--- config.mk ---
export PLATFORM = sky130hd
export DESIGN_NAME = pixsum_monitor
export DESIGN_NICKNAME = d
export VERILOG_FILES = /design/src/rtl/pixsum_pkg.sv /design/src/rtl/pixsum_pass.sv /design/src/rtl/pixsum_accum.sv /design/src/rtl/pixsum_regs.sv /design/src/rtl/pixsum_monitor.sv
export SDC_FILE = /design/constraint.sdc
export NUM_CORES = 1
export LEC_CHECK = 0
export ABC_AREA = 1
export BUFFER_PORTS_ARGS = -buffer_cell sky130_fd_sc_hd__buf_2
export CAP_MARGIN = 20
export CORE_AREA = 2 2 200 123
export DETAILED_ROUTE_END_ITERATION = 12
export DIE_AREA = 0 0 202 125
export GPL_TIMING_DRIVEN = 1
export PLACE_DENSITY = 0.62
export SYNTH_ARGS = -nofsm -noshare
export SYNTH_HDL_FRONTEND = slang
export SYNTH_SLANG_ARGS = --single-unit
--- constraint.sdc ---
create_clock -name clk -period 2.3 [get_ports clk]
set_input_delay 0 -clock clk [delete_from_list [all_inputs] [get_ports clk]]
set_output_delay 0 -clock clk [all_outputs]
set_load 0.01 [all_outputs]
--- src/rtl/pixsum_pkg.sv ---
`timescale 1ns/1ps
package pixsum_pkg;

  // Register word selectors on the register port
  typedef enum logic [1:0] {
    SEL_SUM  = 2'd0,
    SEL_WID  = 2'd1,
    SEL_HGT  = 2'd2,
    SEL_STAT = 2'd3
  } reg_sel_e;

  // Flag positions inside the stream user field
  localparam int unsigned USER_SOF_BIT = 0;
  localparam int unsigned USER_EOF_BIT = 1;

  // Decoded framing markers of one beat
  typedef struct packed {
    logic sof;
    logic eol;
    logic eof;
  } frame_marks_t;

endpackage

--- src/rtl/pixsum_pass.sv ---
`timescale 1ns/1ps
module pixsum_pass #(
  parameter int unsigned PIX_W  = 8,
  parameter int unsigned USER_W = 2
) (
  input  logic              s_valid,
  output logic              s_ready,
  input  logic [PIX_W-1:0]  s_data,
  input  logic [USER_W-1:0] s_user,
  input  logic              s_last,
  output logic              m_valid,
  input  logic              m_ready,
  output logic [PIX_W-1:0]  m_data,
  output logic [USER_W-1:0] m_user,
  output logic              m_last,
  output logic              beat
);
  // Straight wires: no register stage, no change to any field
  assign m_valid = s_valid;
  assign m_data  = s_data;
  assign m_user  = s_user;
  assign m_last  = s_last;
  assign s_ready = m_ready;
  assign beat    = s_valid & m_ready;
endmodule

--- src/rtl/pixsum_accum.sv ---
`timescale 1ns/1ps
module pixsum_accum #(
  parameter int unsigned PIX_W = 8,
  parameter int unsigned SUM_W = 32,
  parameter int unsigned DIM_W = 16
) (
  input  logic                      clk,
  input  logic                      rst,
  input  logic                      beat,
  input  logic [PIX_W-1:0]          pix,
  input  pixsum_pkg::frame_marks_t  marks,
  output logic                      done,
  output logic [SUM_W-1:0]          res_sum,
  output logic [DIM_W-1:0]          res_wid,
  output logic [DIM_W-1:0]          res_hgt
);
  logic             in_frame;
  logic             wid_ok;
  logic [SUM_W-1:0] acc;
  logic [DIM_W-1:0] col;
  logic [DIM_W-1:0] wid;
  logic [DIM_W-1:0] hgt;

  logic             active;
  logic             base_ok;
  logic [SUM_W-1:0] base_acc;
  logic [DIM_W-1:0] base_col;
  logic [DIM_W-1:0] base_hgt;
  logic [SUM_W-1:0] nxt_acc;
  logic [DIM_W-1:0] line_w;
  logic [DIM_W-1:0] nxt_col;
  logic [DIM_W-1:0] nxt_wid;
  logic [DIM_W-1:0] nxt_hgt;

  always_comb begin
    active   = beat & (marks.sof | in_frame);
    // a start-of-frame beat begins from empty state
    base_ok  = marks.sof ? 1'b0 : wid_ok;
    base_acc = marks.sof ? '0 : acc;
    base_col = marks.sof ? '0 : col;
    base_hgt = marks.sof ? '0 : hgt;
    nxt_acc  = base_acc + SUM_W'(pix);
    line_w   = base_col + DIM_W'(1);
    nxt_col  = marks.eol ? '0 : line_w;
    nxt_wid  = base_ok ? wid : line_w;
    nxt_hgt  = base_hgt + DIM_W'(marks.eol);
  end

  always_ff @(posedge clk) begin
    if (rst) begin
      in_frame <= 1'b0;
      wid_ok   <= 1'b0;
      acc      <= '0;
      col      <= '0;
      wid      <= '0;
      hgt      <= '0;
      done     <= 1'b0;
      res_sum  <= '0;
      res_wid  <= '0;
      res_hgt  <= '0;
    end else begin
      done <= 1'b0;
      if (active) begin
        in_frame <= ~marks.eof;
        wid_ok   <= base_ok | marks.eol;
        acc      <= nxt_acc;
        col      <= nxt_col;
        wid      <= nxt_wid;
        hgt      <= nxt_hgt;
        if (marks.eof) begin
          done    <= 1'b1;
          res_sum <= nxt_acc;
          res_wid <= nxt_wid;
          res_hgt <= nxt_hgt;
        end
      end
    end
  end
endmodule

--- src/rtl/pixsum_regs.sv ---
`timescale 1ns/1ps
module pixsum_regs #(
  parameter int unsigned SUM_W  = 32,
  parameter int unsigned DIM_W  = 16,
  parameter int unsigned ADDR_W = 4,
  parameter int unsigned DATA_W = 32
) (
  input  logic              clk,
  input  logic              rst,
  input  logic              done,
  input  logic [SUM_W-1:0]  res_sum,
  input  logic [DIM_W-1:0]  res_wid,
  input  logic [DIM_W-1:0]  res_hgt,
  input  logic              reg_wr,
  input  logic [ADDR_W-1:0] reg_addr,
  input  logic [DATA_W-1:0] reg_wdata,
  output logic [DATA_W-1:0] reg_rdata,
  output logic              irq
);
  import pixsum_pkg::*;

  localparam logic [ADDR_W-1:0] A_SUM  = ADDR_W'(SEL_SUM);
  localparam logic [ADDR_W-1:0] A_WID  = ADDR_W'(SEL_WID);
  localparam logic [ADDR_W-1:0] A_HGT  = ADDR_W'(SEL_HGT);
  localparam logic [ADDR_W-1:0] A_STAT = ADDR_W'(SEL_STAT);

  logic clr;
  logic unused_wbits;

  assign clr          = reg_wr & (reg_addr == A_STAT) & reg_wdata[0];
  assign unused_wbits = ^reg_wdata[DATA_W-1:1];

  always_ff @(posedge clk) begin
    if (rst) begin
      irq       <= 1'b0;
      reg_rdata <= '0;
    end else begin
      // completion wins over a clear in the same cycle
      irq <= done | (irq & ~clr);
      case (reg_addr)
        A_SUM:   reg_rdata <= DATA_W'(res_sum);
        A_WID:   reg_rdata <= DATA_W'(res_wid);
        A_HGT:   reg_rdata <= DATA_W'(res_hgt);
        A_STAT:  reg_rdata <= DATA_W'(irq);
        default: reg_rdata <= '0;
      endcase
    end
  end
endmodule

--- src/rtl/pixsum_monitor.sv ---
`timescale 1ns/1ps
module pixsum_monitor #(
  parameter int unsigned PIX_W  = 8,
  parameter int unsigned USER_W = 2,
  parameter int unsigned SUM_W  = 32,
  parameter int unsigned DIM_W  = 16,
  parameter int unsigned ADDR_W = 4,
  parameter int unsigned DATA_W = 32
) (
  input  logic              clk,
  input  logic              rst,
  input  logic              s_valid,
  output logic              s_ready,
  input  logic [PIX_W-1:0]  s_data,
  input  logic [USER_W-1:0] s_user,
  input  logic              s_last,
  output logic              m_valid,
  input  logic              m_ready,
  output logic [PIX_W-1:0]  m_data,
  output logic [USER_W-1:0] m_user,
  output logic              m_last,
  input  logic              reg_wr,
  input  logic [ADDR_W-1:0] reg_addr,
  input  logic [DATA_W-1:0] reg_wdata,
  output logic [DATA_W-1:0] reg_rdata,
  output logic              irq
);
  import pixsum_pkg::*;

  logic             beat;
  logic             frame_done;
  frame_marks_t     marks;
  logic [SUM_W-1:0] res_sum;
  logic [DIM_W-1:0] res_wid;
  logic [DIM_W-1:0] res_hgt;

  assign marks.sof = s_user[USER_SOF_BIT];
  assign marks.eof = s_user[USER_EOF_BIT];
  assign marks.eol = s_last;

  pixsum_pass #(.PIX_W(PIX_W), .USER_W(USER_W)) i_pass (
    .s_valid(s_valid), .s_ready(s_ready), .s_data(s_data),
    .s_user(s_user), .s_last(s_last),
    .m_valid(m_valid), .m_ready(m_ready), .m_data(m_data),
    .m_user(m_user), .m_last(m_last), .beat(beat)
  );

  pixsum_accum #(.PIX_W(PIX_W), .SUM_W(SUM_W), .DIM_W(DIM_W)) i_accum (
    .clk(clk), .rst(rst), .beat(beat), .pix(s_data), .marks(marks),
    .done(frame_done), .res_sum(res_sum), .res_wid(res_wid),
    .res_hgt(res_hgt)
  );

  pixsum_regs #(.SUM_W(SUM_W), .DIM_W(DIM_W), .ADDR_W(ADDR_W),
                .DATA_W(DATA_W)) i_regs (
    .clk(clk), .rst(rst), .done(frame_done), .res_sum(res_sum),
    .res_wid(res_wid), .res_hgt(res_hgt), .reg_wr(reg_wr),
    .reg_addr(reg_addr), .reg_wdata(reg_wdata), .reg_rdata(reg_rdata),
    .irq(irq)
  );
endmodule

-- Word level (Yosys, flattened, before mapping)
Index checks and enable logic that the tools add are counted.
- add/sub/neg operators: 3
- eq/ne operators: 3
- multiplexer cells: 8
- bitwise gates (word level): 11
- reduce and logical (&&, ||, !) cells: 3
- operator list (kind ; count):
    32-bit one-hot mux with 4 select lines ; 1
    16-bit two-way mux ; 4
    32-bit by 8-bit adder with 32-bit output ; 1
    32-bit two-way mux ; 1
    16-bit by 1-bit adder with 16-bit output ; 1
    16-bit by 1-bit adder with 16-bit output (second input constant) ; 1
    4-bit by 2-bit equality test with 1-bit output (second input constant) ; 2
    1-bit bitwise AND ; 5
    4-bit by 1-bit equality test with 1-bit output (second input constant) ; 1
    4-bit logical NOT ; 1
    1-bit NOT ; 3
    1-bit OR ; 3
    1-bit two-way mux ; 2
    2-bit AND reduction ; 1
    2-bit OR reduction ; 1
- flip-flop bits (word level): 180
- bits of input ports: 52
- output and inout bits: 46
- logic and storage cells: 40

-- Logic depth before layout (Yosys ltp)
Gate-level depths: netlist of the first run.
- depth in word-level cells: 6
- depth in mapped cells: 17
- gate-level depth less buffers: 15

-- By module
A second synthesis of the first run with hierarchy kept.
- cells, all modules: 1448
- area total of the unflattened synthesis: 9280.2 um^2
- modules (own cells, without submodules) (module ; instances ; cells an instance ; area an instance (um^2) ; sequential area each (um^2)):
    pixsum_accum ; 1 ; 1243 ; 7754.9 ; 2942.8
    pixsum_regs ; 1 ; 190 ; 1420.1 ; 660.6
    pixsum_pass ; 1 ; 15 ; 105.1 ; 0.0

-- Least setup slack after synthesis of the first run
Ideal clock, no wire load.
- path kind: in2reg
- from: input s_user[0]
- to: register i_accum.res_sum[26]
- setup time: 127 ps
- data arrival time: 1894 ps
- data required time: 2173 ps
- path slack: 279 ps
- cell stages on the path: 16
- buffers on the path: 3
- path through: buf_6 -> buf_6 -> clkbuf_1 -> nor2_1 -> ha_1 -> fa_1 -> nand2_1 -> nand3_1 -> nand3_1 -> nand2_1 -> nand2_1 -> nand2_1 -> nand2_1 -> nand2_1 -> nand3_1 -> o21ai_0
- cells in the longest elaborated chain, start to end: 3
- elaborated cells between the ends (all ways): 5
- those cells by class: add/sub (1); mux (1); bitwise (2); reduce/logical (1)
- ends and longest elaborated chain (item ; RTL line ; source):
    from (decl) ; pixsum_monitor.sv:15 ; input logic [USER_W-1:0] s_user,
    parallel branches: the longest is 3 deep, another holds 32-bit by 8-bit adder with 32-bit output ; - ;
    to (signal assigned) ; pixsum_accum.sv:72 ; res_sum <= nxt_acc;
    to (decl) ; pixsum_accum.sv:13 ; output logic [SUM_W-1:0] res_sum,
Parallel ways; which one is timed is not known.
A chain may end at the register's enable or synchronous reset.

-- Final worst setup path of the first run
- from: register i_accum.acc[0]
- to: register i_accum.acc[30]
- cells in the longest elaborated chain, start to end: 2
- ends and longest elaborated chain (item ; RTL line ; source):
    from (decl) ; pixsum_accum.sv:19 ; logic [SUM_W-1:0] acc;
    from (signal assigned) ; pixsum_accum.sv:66 ; acc <= nxt_acc;
    32-bit two-way mux ; pixsum_accum.sv:39 ; base_acc = marks.sof ? '0 : acc;
    32-bit by 8-bit adder with 32-bit output ; pixsum_accum.sv:42 ; nxt_acc = base_acc + SUM_W'(pix);
Every way passes these cells.

==> results.py, run 1 <==
metrics = {
    "routing": {
        "drt_iter0_drc": 761,
        "avgViaCountPerCell": 4.85,
        "ant_nets": 0,
        "routed_wl_microns": 25900,
        "detail_route.wl_per_cell_microns": 14.4,
        "drc": 0,
        "vias": 8714,
        "firstDrtPassIters": 6,
    },
    "placement": {
        "hpwl_microns": 18600,
        "place_inst": 1762,
        "gp_congestion": 0.942,
        "portBuffers": 66,
    },
    "hold_path": {
        "hold_start": "s_data[1]",
        "holdPathStages": 4,
        "min_path_type": "input port to flip-flop",
    },
    "yosys": {
        "synth-adder-area-share_pct": 1.70,
        "yosys_warnings": 0,
        "syn_area_sq_um": 9270,
        "synthSimpleGateAreaFrac_pct": 32.7,
        "syn_inst": 1417,
        "avgSynthCellArea_sq_um": 6.54,
        "synth_fp_nets": 1481,
        "synthXorXnorAreaFrac_pct": 1.98,
        "ys_async_sr_fraction_pct": 0,
        "ys_ff_latch": 180,
        "synth_ff_type": "dfxtp_1",
        "synth_cell_types": 43,
        "synth_mux_area_share_pct": 0.216,
        "synth_edf_count": 0,
        "synth_compound_area_share_pct": 11.0,
        "ys_seq_area_share_pct": 38.9,
        "synth_top_family_by_area": "simple AND/OR/NAND/NOR gates",
    },
    "floorplanning": {
        "coreArea_sq_um": 23600,
        "placementRows": 44,
        "dieArea_sq_um": 25300,
        "die_width_microns": 202,
        "initial_utilization_pct": 39.2,
        "io_pins": 98,
        "die_h_microns": 125,
    },
    "setup_path": {
        "crit_path_start_kind": "flip-flop",
        "path_cells": "inv_1 > nor2_1 > ha_1 > fa_1 > nand2_1 > nand3_1 > nand3_1 > nand2_2 > nand2_1 > nand2_2 > nand3_1 > nand3_1 > nand2_1 > inv_1",
        "cpMostUsedCell": "nand3_1",
        "r2r.worst_path.cells": 14,
        "required_ps": 2640,
        "cp_max_fo": 5,
        "critPathLaunch": "i_accum.acc[0]",
        "crit_type": "flip-flop to flip-flop",
        "crit_arrival_ps": 2450,
        "slowest_stage": "fa_1",
        "cp-end-kind": "flip-flop",
        "r2r_start": "i_accum.acc[0]",
        "slowest_delay_ps": 400,
    },
    "flow_run": {
        "timing.max_cap.violations": 0,
    },
    "sta": {
        "tns_ps": 0,
        "fin_skew_ps": 11.2,
        "finalCritPeriodShare_pct": 91.6,
        "fin_crit_ps": 2110,
        "drv_slew": 0,
        "rsz0062_at_grt": "no",
        "setup_violations": 0,
        "hold_viol": 0,
        "worst_pin_slew_ps": 890,
        "max_freq_ghz": 0.474,
        "max-slew-margin-rel_pct": 40.6,
    },
    "clocking": {
        "clkSinkCount": 180,
        "clock_latency_ps": 450,
        "cts_buffers": 17,
        "clockBufferDepth": 2,
        "postCtsSetupBuffers": 0,
        "clk_pin_slew_ps": 70,
        "cts_tree": "done",
        "htreeDepth": 4,
        "clock-root-buffer": "clkbuf_16",
    },
    "power": {
        "swShare_pct": 27.8,
        "pwr-share-clk_pct": 43.0,
        "powerDensity_nw_per_um2": 637,
        "seq_power_share_pct": 48.8,
        "p_leak_uw": 0.00494,
        "switchingPower_uw": 1840,
        "comb_power_share_pct": 8.2,
        "ir_worst_vdd_uv": 500,
        "p_int_uw": 4800,
    },
    "final_layout": {
        "final_nets": 1527,
        "area_growth_pct": 12.4,
        "diodes": 0,
        "drive_above_1_share_pct": 11.4,
        "layout.cells.non_filler": 1798,
        "nFillCells": 2431,
    },
    "global_routing": {
        "grt_max_degree": 78,
        "gr-total-overflow": 0,
        "track_usage_pct": 20.8,
        "grt_pass1_wl_microns": 41300,
        "grt_pass1_vias": 7538,
        "antenna_found_initial": 0,
    },
    "run_status": {
        "status": "completed",
    },
}
## worst paths after layout
kind         slack, ps                 end
min reg2reg        440          i_regs.irq
max reg2reg        190     i_accum.acc[30]
max                190     i_accum.acc[30]
min                 10  i_accum.res_sum[1]
## final cells by class
| cell class | instances | area [sq um] | area share, % |
|---|---|---|---|
| clock inverter | 15 | 144 | 1.38 |
| sequential | 180 | 3600 | 34.6 |
| timing repair buffer | 93 | 547 | 5.25 |
| multi-input combinational | 938 | 4420 | 42.4 |
| clock buffer | 17 | 425 | 4.08 |
| inverter | 233 | 877 | 8.42 |
| tap | 322 | 403 | 3.87 |
## cell usage in the layout, fill, tap and decap left out, types with 17 or more instances in the layout
master / count
buf_4: 22
nand3_1: 99
nor2_1: 137
clkbuf_16: 17
inv_1: 224
dfxtp_1: 180
buf_2: 66
nand2_1: 419
o21ai_0: 60
a21oi_1: 66
## timing repair
action | 4_1_cts | 5_1_grt
resized for setup | 0 | 3
hold buffers | 4 | 0
hold endpoints to repair | 4 | 0
endpoints found under the setup margin | 0 | 13
## state kept, by name, summed over array words and instances, names as in the netlist
signal,count
i_accum.wid,16
i_regs.reg_rdata,32
i_accum.in_frame,1
i_accum.res_sum,32
i_accum.done,1
i_accum.wid_ok,1
i_accum.acc,32
i_accum.res_hgt,16
i_accum.hgt,16
i_regs.irq,1
i_accum.res_wid,16
i_accum.col,16
## cells by family after synthesis
logic type      count (synthesis)
simple gates                  722
buf+inv                       299
compound gates                181
flops                         180
xor+xnor                       21
fa+ha+maj                      12
mux                             2
## stage by stage
stage	instance area [sq um]	utilization, %	setup slack (ps)	hold WS (ps)	power [uW]
finish	10400	44.1	192	14.0	6640
global route	10400	44.1	57.1	36.3	6900
CTS	10400	44.1	98.1	7.83	6680
detailed placement	9800	41.5	100	210	3840
global placement	9790	41.5	159	211	3830
floorplan	9270	-	279	91.8	3690
## worst max-delay path: cells and delay by family, from the launching register on
kind                       cells  cell delay, ps
DFF                            1             300
and+or+nand+nor               10             990
buffers and inverters          2             100
adders and majority gates      2             610
## power groups by stage
| stage | logic [uW] | clock network [uW] | registers [uW] |
|---|---|---|---|
| final | 548 | 2850 | 3240 |
| after floorplan | 394 | 0 | 3300 |
| after detailed placement | 536 | 0 | 3310 |
| after global placement | 525 | 0 | 3310 |
| after global routing | 613 | 3040 | 3240 |
| after CTS | 543 | 2900 | 3240 |
## cell usage after synthesis (12+ instances only)
library cell    n  area share [%]
buf_2          16            0.86
a21oi_1        66             3.6
buf_4          15             1.2
xor2_1         12             1.1
o21ai_0        61             3.3
nand2_1       421              17
nor2_2         14            0.94
o211ai_1       12            0.97
clkbuf_1       27             1.1
nor3_1         12            0.65
dfxtp_1       180              39
nand3_1        99             5.3
o21ai_1        15            0.81
inv_1         224             9.1
nor2_1        137             5.5
## per-layer routing
| metal | vias up | wire length, microns | GRT usage, % |
|---|---|---|---|
| li1 | 4498 | - | - |
| met1 | 3916 | 14200 | 33.9 |
| met2 | 277 | 9640 | 26.9 |
| met3 | 23 | 1760 | 3.88 |
| met4 | 0 | 266 | 5.36 |
| met5 | - | 0 | 0 |
No activity file was read; power rests on OpenSTA's default activity.
==> run 2, diff against run 1 <==
Settings changed: GPL_TIMING_DRIVEN 1 to 0.
==> results.py, run 2 (synthesis results as in run 1) <==
metrics = {
    "setup_path": {
        "required_ps": 2630,
        "crit_arrival_ps": 2420,
        "slowest_delay_ps": 360,
        "crit_path_start_kind": "input port",
        "crit_type": "input port to flip-flop",
        "path_depth": 16,
        "slowest_stage": "fa_2",
        "cp_max_fo": 19,
        "cp-end-kind": "flip-flop",
        "cpMostUsedCell": "nand2_1",
        "path_buf_inv": 3,
        "path_cells": "buf_2 > buf_6 > buf_6 > nor2_1 > ha_1 > fa_2 > nand2_1 > nand3_1 > nand3_1 > nand2_2 > nand2_1 > nand2_2 > nand2_1 > nand2_1 > nand2_1 > a21oi_1",
        "r2r.worst_path.cells": 14,
        "critPathTopFamily": "simple AND/OR/NAND/NOR gates",
    },
    "floorplanning": {
        "dieArea_sq_um": 25300,
        "placementRows": 44,
        "die_width_microns": 202,
        "coreArea_sq_um": 23600,
        "io_pins": 98,
        "initial_utilization_pct": 39.2,
        "die_h_microns": 125,
    },
    "clocking": {
        "htreeDepth": 4,
        "clock-root-buffer": "clkbuf_16",
        "postCtsSetupBuffers": 0,
        "cts_buffers": 17,
        "clockBufferDepth": 2,
        "cts_tree": "done",
        "clk_pin_slew_ps": 70,
        "clock_latency_ps": 450,
        "clkSinkCount": 180,
    },
    "final_layout": {
        "layout_commonest_cell": "nand2_1",
        "area_growth_pct": 14.8,
        "diodes": 0,
        "final_nets": 1569,
        "drive_above_1_share_pct": 12.2,
        "reg_top3": "i_accum.acc (32), i_accum.res_sum (32), i_regs.reg_rdata (32)",
        "post-route-util_pct": 45.0,
        "layout.cells.most_common_list": "415 x nand2_1, 224 x inv_1, 180 x dfxtp_1, 137 x nor2_1, 99 x nand3_1",
    },
    "power": {
        "seq_power_share_pct": 47.5,
        "powerDensity_nw_per_um2": 641,
        "pwr-share-clk_pct": 43.2,
        "comb_power_share_pct": 9.3,
        "ir_worst_vdd_uv": 554,
        "switchingPower_uw": 1900,
        "p_int_uw": 4920,
        "swShare_pct": 27.9,
        "p_leak_uw": 0.00503,
    },
    "flow_run": {
        "timing.max_cap.violations": 0,
    },
    "hold_path": {
        "holdPathStages": 4,
        "min_path_type": "input port to flip-flop",
    },
    "global_routing": {
        "grt_max_degree": 20,
        "grt_pass1_wl_microns": 47000,
        "grt_pass1_vias": 7981,
        "gr-total-overflow": 0,
        "track_usage_pct": 24.6,
        "antenna_found_initial": 0,
    },
    "routing": {
        "avgViaCountPerCell": 4.94,
        "ant_nets": 0,
        "drc": 0,
        "detail_route.wl_per_cell_microns": 16.8,
        "drt_iter0_drc": 919,
        "routed_wl_microns": 30900,
        "firstDrtPassIters": 6,
        "vias": 9093,
    },
    "run_status": {
        "status": "completed",
    },
    "sta": {
        "fin_skew_ps": 13.3,
        "max-slew-margin-rel_pct": 41.1,
        "max_freq_ghz": 0.478,
        "drv_slew": 0,
        "fin_crit_ps": 2090,
        "rsz0062_at_grt": "no",
        "hold_slack_ps": 58.9,
        "setup_violations": 0,
        "finalCritPeriodShare_pct": 91.0,
        "worst_pin_slew_ps": 884,
        "setup_slack_ps": 207,
        "hold_viol": 0,
    },
    "placement": {
        "hpwl_microns": 23600,
        "portBuffers": 65,
        "pre_cts_slack_ps": -988,
        "gp_congestion": 0.944,
    },
}
==> run 2: routing by layer <==
layer | global-route usage, % | up-vias | part of all wire (%)
met1 | 38.8 | 4139 | 51
li1 | - | 4572 | -
met2 | 32.2 | 364 | 37
met5 | 0 | - | 0
met4 | 5.36 | 0 | 0.79
met3 | 7.01 | 18 | 11
==> run 2: power groups by stage <==
stage / sequential [uW] / combinational, uW / clock (uW)
finish: 3240 / 635 / 2940
global route: 3250 / 694 / 3090
CTS: 3240 / 621 / 2970
detailed placement: 3310 / 613 / 0
global placement: 3310 / 606 / 0
floorplan: 3300 / 394 / 0
==> run 2: tightest hold or removal path, stage by stage <==
cell	delay, ps
buf_2	120
fa_2	230
nand2_1	50
o21ai_0	60
==> run 2: worst paths after layout <==
check / end / slack [ps] / startpoint
worst max-delay path: i_accum.acc[18] / 210 / s_user[0]
worst min-delay path: i_accum.res_sum[1] / 60 / s_data[1]
worst max register to register: i_accum.acc[18] / 230 / i_accum.acc[0]
worst min register to register: i_regs.reg_rdata[19] / 440 / i_accum.res_sum[19]
==> run 2: stage by stage <==
| stage | instance area, sq um | total power (uW) | setup TNS (ps) | instances |
|---|---|---|---|---|
| final | 10600 | 6820 | 0 | 1840 |
| after global routing | 10600 | 7030 | 0 | 1840 |
| after CTS | 10600 | 6830 | 0 | 1840 |
| after detailed placement | 10000 | 3920 | -52490 | 1804 |
| after global placement | 10000 | 3920 | -48940 | 1804 |
| after floorplan | 9270 | 3690 | 0 | 1417 |
==> run 2: what timing repair did <==
item	CTS	global route
endpoints found under the hold margin	5	0
hold buffers	5	0
resized for setup	1	8
setup endpoints to repair	54	20
==> run 2: cell type report <==
class / count / area, sq um
Fill cell: 2492 / 13000
Multi-Input combinational cell: 938 / 4430
Sequential cell: 180 / 3600
Inverter: 233 / 877
Clock buffer: 19 / 433
Tap cell: 322 / 403
Timing Repair Buffer: 70 / 375
Buffer: 65 / 373
Clock inverter: 13 / 140
